[src/rtl/rst_ctrl_pkg.sv]
package rst_ctrl_pkg;
  localparam int unsigned NUM_SRC  = 4;
  localparam int unsigned TSEL_W   = 2;
  localparam int unsigned HOLD_W   = 9;

  localparam int unsigned FLG_POR = 0;
  localparam int unsigned FLG_EXT = 1;
  localparam int unsigned FLG_BOD = 2;
  localparam int unsigned FLG_WDT = 3;

  // select 0 -> 0 cycles, n>0 -> 4^(n+1) cycles
  function automatic logic [HOLD_W-1:0] hold_cycles(input logic [TSEL_W-1:0] sel);
    logic [HOLD_W-1:0] r;
    if (sel == '0) r = '0;
    else r = HOLD_W'(1) << (2 * sel + 2);
    return r;
  endfunction
endpackage

[src/rtl/rst_pin_filter.sv]
module rst_pin_filter #(
  parameter int unsigned MIN_LOW = 4
) (
  input  logic clk_i,
  input  logic arst_i,
  input  logic pin_n_i,
  output logic qual_o
);
  localparam int unsigned CW = $clog2(MIN_LOW + 1);

  logic             sync1_q, sync2_q;
  logic [CW-1:0]    low_cnt_q;
  logic             pin_low_w;

  always_ff @(posedge clk_i or posedge arst_i) begin
    if (arst_i) begin
      sync1_q <= 1'b1;
      sync2_q <= 1'b1;
    end else begin
      sync1_q <= pin_n_i;
      sync2_q <= sync1_q;
    end
  end

  assign pin_low_w = !sync2_q;

  always_ff @(posedge clk_i or posedge arst_i) begin
    if (arst_i) low_cnt_q <= '0;
    else if (!pin_low_w) low_cnt_q <= '0;
    else if (low_cnt_q != CW'(MIN_LOW)) low_cnt_q <= low_cnt_q + 1'b1;
  end

  assign qual_o = (low_cnt_q == CW'(MIN_LOW));

  // a high synchronized level withdraws the qualification on the next edge
  a_r4_high_drops_qual: assert property (@(posedge clk_i) disable iff (arst_i)
    !pin_low_w |=> !qual_o);
  // qualification only appears after a low sample
  a_r4_rise_needs_low: assert property (@(posedge clk_i) disable iff (arst_i)
    $rose(qual_o) |-> $past(pin_low_w));
endmodule

[src/rtl/rst_stretch.sv]
module rst_stretch
  import rst_ctrl_pkg::*;
(
  input  logic              clk_i,
  input  logic              set_i,
  input  logic [HOLD_W-1:0] limit_i,
  output logic              busy_o
);
  logic [HOLD_W-1:0] cnt_q;
  logic              busy_q;
  logic              done_w;

  assign done_w = busy_q && (cnt_q == limit_i);

  always_ff @(posedge clk_i or posedge set_i) begin
    if (set_i) begin
      cnt_q  <= '0;
      busy_q <= 1'b1;
    end else if (busy_q) begin
      if (done_w) busy_q <= 1'b0;
      else cnt_q <= cnt_q + 1'b1;
    end
  end

  assign busy_o = busy_q;

  // release happens only once the count has met the limit
  a_r5_release_at_limit: assert property (@(posedge clk_i) disable iff (set_i)
    $fell(busy_q) |-> $past(cnt_q) == $past(limit_i));
  // an unfinished hold continues
  a_r5_hold_continues: assert property (@(posedge clk_i) disable iff (set_i)
    (busy_q && !done_w) |=> busy_q);
  // a request restarts the count from zero
  a_r6_restart: assert property (@(posedge clk_i)
    set_i |-> (busy_q && cnt_q == '0));
endmodule

[src/rtl/rst_cause_reg.sv]
module rst_cause_reg
  import rst_ctrl_pkg::*;
(
  input  logic               clk_i,
  input  logic               por_i,
  input  logic               ext_i,
  input  logic               bod_i,
  input  logic               wdt_i,
  input  logic               wr_en_i,
  input  logic [NUM_SRC-1:0] wr_data_i,
  output logic [NUM_SRC-1:0] flags_o
);
  logic [NUM_SRC-1:0] flags_q;
  logic [NUM_SRC-1:0] hit_w;
  logic [NUM_SRC-1:0] keep_w;

  always_comb begin
    hit_w          = '0;
    hit_w[FLG_EXT] = ext_i;
    hit_w[FLG_BOD] = bod_i;
    hit_w[FLG_WDT] = wdt_i;
    keep_w         = wr_en_i ? wr_data_i : '1;
  end

  always_ff @(posedge clk_i or posedge por_i) begin
    if (por_i) flags_q <= NUM_SRC'(1) << FLG_POR;
    else flags_q <= (flags_q & keep_w) | hit_w;
  end

  assign flags_o = flags_q;

  // a qualified watchdog request is recorded
  a_r7_wdt_recorded: assert property (@(posedge clk_i) disable iff (por_i)
    wdt_i |=> flags_o[FLG_WDT]);
  // a qualified brown-out request is recorded
  a_r7_bod_recorded: assert property (@(posedge clk_i) disable iff (por_i)
    bod_i |=> flags_o[FLG_BOD]);
  // a write of 0 without a request clears the bit
  a_r9_clear_ext: assert property (@(posedge clk_i) disable iff (por_i)
    (wr_en_i && !wr_data_i[FLG_EXT] && !ext_i) |=> !flags_o[FLG_EXT]);
  // without a write a set flag stays set
  a_r9_sticky_por: assert property (@(posedge clk_i) disable iff (por_i)
    (!wr_en_i && flags_o[FLG_POR]) |=> flags_o[FLG_POR]);
endmodule

[src/rtl/rst_ctrl_top.sv]
module rst_ctrl_top
  import rst_ctrl_pkg::*;
#(
  parameter int unsigned MIN_LOW = 4
) (
  input  logic               clk_i,
  input  logic               por_i,
  input  logic               ext_rst_n_i,
  input  logic               wdt_expire_i,
  input  logic               wdt_en_i,
  input  logic               bod_i,
  input  logic               bod_en_i,
  input  logic [TSEL_W-1:0]  tsel_i,
  input  logic               wr_en_i,
  input  logic [NUM_SRC-1:0] wr_data_i,
  output logic               rst_o,
  output logic [NUM_SRC-1:0] flags_o
);
  logic wdt_req_w, bod_req_w, ext_req_w;
  logic async_req_w, any_req_w, busy_w;
  logic [HOLD_W-1:0] limit_w;

  assign wdt_req_w   = wdt_expire_i && wdt_en_i;
  assign bod_req_w   = bod_i && bod_en_i;
  assign async_req_w = por_i || wdt_req_w || bod_req_w;
  assign any_req_w   = async_req_w || ext_req_w;
  assign limit_w     = hold_cycles(tsel_i);

  rst_pin_filter #(.MIN_LOW(MIN_LOW)) u_filter (
    .clk_i   (clk_i),
    .arst_i  (por_i),
    .pin_n_i (ext_rst_n_i),
    .qual_o  (ext_req_w)
  );

  rst_stretch u_stretch (
    .clk_i   (clk_i),
    .set_i   (any_req_w),
    .limit_i (limit_w),
    .busy_o  (busy_w)
  );

  rst_cause_reg u_cause (
    .clk_i     (clk_i),
    .por_i     (por_i),
    .ext_i     (ext_req_w),
    .bod_i     (bod_req_w),
    .wdt_i     (wdt_req_w),
    .wr_en_i   (wr_en_i),
    .wr_data_i (wr_data_i),
    .flags_o   (flags_o)
  );

  assign rst_o = any_req_w || busy_w;

  // power-up request drives the reset without a clock
  always_comb begin
    if (por_i) a_r1_por_immediate: assert (rst_o);
  end
  // enabled watchdog request holds the reset
  a_r2_wdt_reset: assert property (@(posedge clk_i) disable iff (por_i)
    (wdt_expire_i && wdt_en_i) |-> rst_o);
  // enabled brown-out request holds the reset
  a_r3_bod_reset: assert property (@(posedge clk_i) disable iff (por_i)
    (bod_i && bod_en_i) |-> rst_o);
  // release only when no request is present
  a_r5_release_clean: assert property (@(posedge clk_i) disable iff (por_i)
    $fell(rst_o) |-> !any_req_w);
endmodule

[config.mk]
export PLATFORM = sky130hd
export DESIGN_NAME = rst_ctrl_top
export DESIGN_NICKNAME = d
export VERILOG_FILES = /design/src/rtl/rst_ctrl_pkg.sv /design/src/rtl/rst_pin_filter.sv /design/src/rtl/rst_stretch.sv /design/src/rtl/rst_cause_reg.sv /design/src/rtl/rst_ctrl_top.sv
export SDC_FILE = /design/constraint.sdc
export NUM_CORES = 1
export LEC_CHECK = 0
export CAP_MARGIN = 25
export CORE_MARGIN = 8
export CORE_UTILIZATION = 52
export DETAILED_ROUTE_END_ITERATION = 6
export GPL_ROUTABILITY_DRIVEN = 0
export PLACE_DENSITY_LB_ADDON = 0.25
export REMOVE_ABC_BUFFERS = 1
export SYNTH_ARGS = -nofsm -noshare
export SYNTH_HDL_FRONTEND = slang
export SYNTH_SLANG_ARGS = --single-unit
[constraint.sdc]
create_clock -name clk_i -period 2.75 [get_ports clk_i]
set_clock_uncertainty 0.05 [all_clocks]
set_input_delay 0.275 -clock clk_i [delete_from_list [all_inputs] [get_ports clk_i]]
set_output_delay 0.275 -clock clk_i [all_outputs]
set_load 0.03 [all_outputs]
==> metrics.txt, run 1 <==
status finished, final reports clean; PostCTS Resize Cnt 0; Pwr Total 0.000532 W; max incr delay on CP 0.68 ns; area grow syn2layout 27.7%; worst reg2reg path endpoint u_stretch.cnt_q[1]; htree depth 1; Crit path max-delay family buffers and inverters; global-route wire length before repair 2950 microns; antenna violations before repair 0; RR Startpoint u_stretch.cnt_q[4]; area share of the largest cell type after synthesis 0.431; Layout Nets 126; CP Launch Type flop; Post-route DRC 0; antenna cells 0; die area 0.00324 sq mm; Power Density 479 mW/mm^2; Multi-input gate area 364 sq um; Max Freq 0.414 GHz; ranking of synthesized cells by area dfrtp_1 43%, dfstp_2 12%, xnor2_1 7.0%; drt pass-1 iters 3; Overall Global Routing Usage 0.111; Post-Route WL 1650 microns; R2R Setup Slk 1.09 ns; Die X 56.9 microns; Pleak 0.505 nW; register area share after synthesis 0.552; initial drt markers 2; worst vdd ir 370 uV; fraction of layout cells with a size suffix above 1 0.112; Setup CP Type reg -> out; FP Rows 14; vias in the first global route 684; via count 646; Worst-path clk slew 0.10 ns; Area after DPL 0.00109 sq mm; Sink Count 19; yosys warns 0; GRT overflow 0; CTS buffer count 3; Critical-path top delay cell clkdlybuf4s50_1; IO buf count 18; Pins Over Slew Limit 0; CTS hold repair buffers 0; routed len/inst 13.4 microns; fill count 121; CP cell instances inv_1, ha_1, nand2_1, and4_1, nand2b_1, clkdlybuf4s50_1; number of nets with antenna violations after routing 0; Register Area 480 sq um; largest area contributor in the netlist dfrtp_1; final hold vios 0; Critical Path End Type output pin; fin worst setup slack 0.337 ns; Crit path required time 2.42 ns; Setup WS pre-CTS 0.646 ns; Worst Path Max Fanout 4; height of the die 56.9 microns; detailed placement HPWL 1350 microns; synthesized instance count 83; fin area 0.00111 sq mm; Core ar. 0.00154 sq mm; Crit path arrival time 2.09 ns; setup TNS 0 ns; synthesized area 871 sq um; worst reg2reg path depth 5; total of max-cap violations 0; CTS tree built; Avg Inst Size Synth 10.5 sq um; Worst-Skew Late Latency 0.29 ns; post-synth cell types 25; Slew @ Worst Pin 0.319 ns; CTS Buffer Depth 2; IO Pins 19; Synth Register Bits 19; worst min path class in -> async; Final min period 2.41 ns; slew margin rel. 0.787; unrepaired setup endpoints after global routing false; Buf+Inv Stages, Crit Path 2; # setup viols final 0; initial core utilization 0.565; Clock Root Buffer clkbuf_4; via density per instance 5.25; largest net degree at the start of global routing 11; Post-CTS Setup Inserts 0; Tcrit/Tclk final 0.877
-- how the worst max path moves through the flow --
| stage | from | to | slack, ns | cells past startpoint |
|---|---|---|---|---|
| after floorplan | u_filter.low_cnt_q[0] | rst_o | 0.98 | 5 |
| after global placement | wdt_expire_i | rst_o | 0.67 | 5 |
| after detailed placement | u_filter.low_cnt_q[0] | rst_o | 0.65 | 6 |
| after CTS | u_filter.low_cnt_q[0] | rst_o | 0.30 | 6 |
| after global routing | u_filter.low_cnt_q[0] | rst_o | 0.21 | 6 |
| final | u_filter.low_cnt_q[0] | rst_o | 0.34 | 6 |
-- cells in the final DEF, fill, tap and decap left out, drive strengths merged, types with 2 or more instances in the layout --
cell | netlist | final
nor2 | 5 | 5
nand3 | 5 | 5
ha | 4 | 4
dfstp | 4 | 4
clkdlybuf4s50 | 0 | 18
dfrtp | 15 | 15
buf | 0 | 2
inv | 7 | 7
nand2 | 15 | 15
o21ai | 4 | 4
xnor2 | 7 | 7
clkbuf | 0 | 4
a2bb2oi | 2 | 2
a21oi | 2 | 2
-- metal layers --
metal  share of wire  vias to the layer above  track usage
li1                -                      322            -
met1            0.46                      305        0.132
met2            0.46                       15        0.171
met3           0.063                        4       0.0494
met4           0.015                        0       0.0403
met5               0                        -            0
-- power by group --
group / switching, W / total [W] / internal, W
Combinational: 0.0000470 / 0.0000926 / 0.0000456
Sequential: 0.00000872 / 0.000303 / 0.000294
Clock: 0.0000803 / 0.000137 / 0.0000564
Total: 0.000136 / 0.000532 / 0.000396
-- worst min-delay path, stage by stage --
cell             delay [ns]
clkdlybuf4s50_1        0.41
inv_1                  0.08
buf_4                  0.18
-- cells by family (layout without fill, tap and decap cells) --
group | count (synthesis) | count (layout) | share of synthesized area
compound gates | 11 | 11 | 0.0819
flops | 19 | 19 | 0.552
mux | 1 | 1 | 0.0172
fa+ha+maj | 4 | 4 | 0.0575
simple gates | 33 | 33 | 0.181
xor+xnor | 8 | 8 | 0.0805
buf+inv | 7 | 31 | 0.0302
-- registers in the layout, indices dropped and copies added (netlist names) --
signal	cells
u_stretch.busy_o	1
u_cause.flags_o	4
u_filter.sync1_q	1
u_filter.sync2_q	1
u_stretch.cnt_q	9
u_filter.low_cnt_q	3
-- cells in the mapped netlist --
library cell  number
mux2_4             1
o21ai_0            4
xnor2_1            7
inv_1              7
nor4_1             1
nand4_1            1
nor3_1             1
a2bb2oi_1          2
or2b_1             1
and3_2             1
nand3_1            5
ha_1               4
nor2_1             5
nand2b_1           1
and4_1             1
o21bai_1           1
xor2_1             1
nand2_2            1
a21oi_1            2
o2111ai_1          1
nand2_1           14
dfstp_2            4
nor3b_1            1
o21a_1             1
dfrtp_1           15
-- layout make-up --
cell class | count | area share
Timing Repair Buffer | 20 | 0.175
Tap cell | 16 | 0.0180
Inverter | 7 | 0.0236
Sequential cell | 19 | 0.432
Multi-Input combinational cell | 57 | 0.327
Clock buffer | 4 | 0.0236
-- metrics by stage --
| stage | hold slack [ns] | util | std cells |
|---|---|---|---|
| after global placement | 0.296 | 0.705 | 119 |
| final | 0.241 | 0.722 | 123 |
| after detailed placement | 0.297 | 0.705 | 119 |
| after CTS | 0.255 | 0.722 | 123 |
| after global routing | 0.272 | 0.722 | 123 |
| after floorplan | 0.0560 | - | 83 |
Note: power is estimated with default switching activity, not from simulation.
==> run 2: changes to the inputs <==
- HOLD_SLACK_MARGIN: default -> 0.02
==> results of run 2 <==
Same layout as run 1: the final DEF is identical, and so are final timing and power.
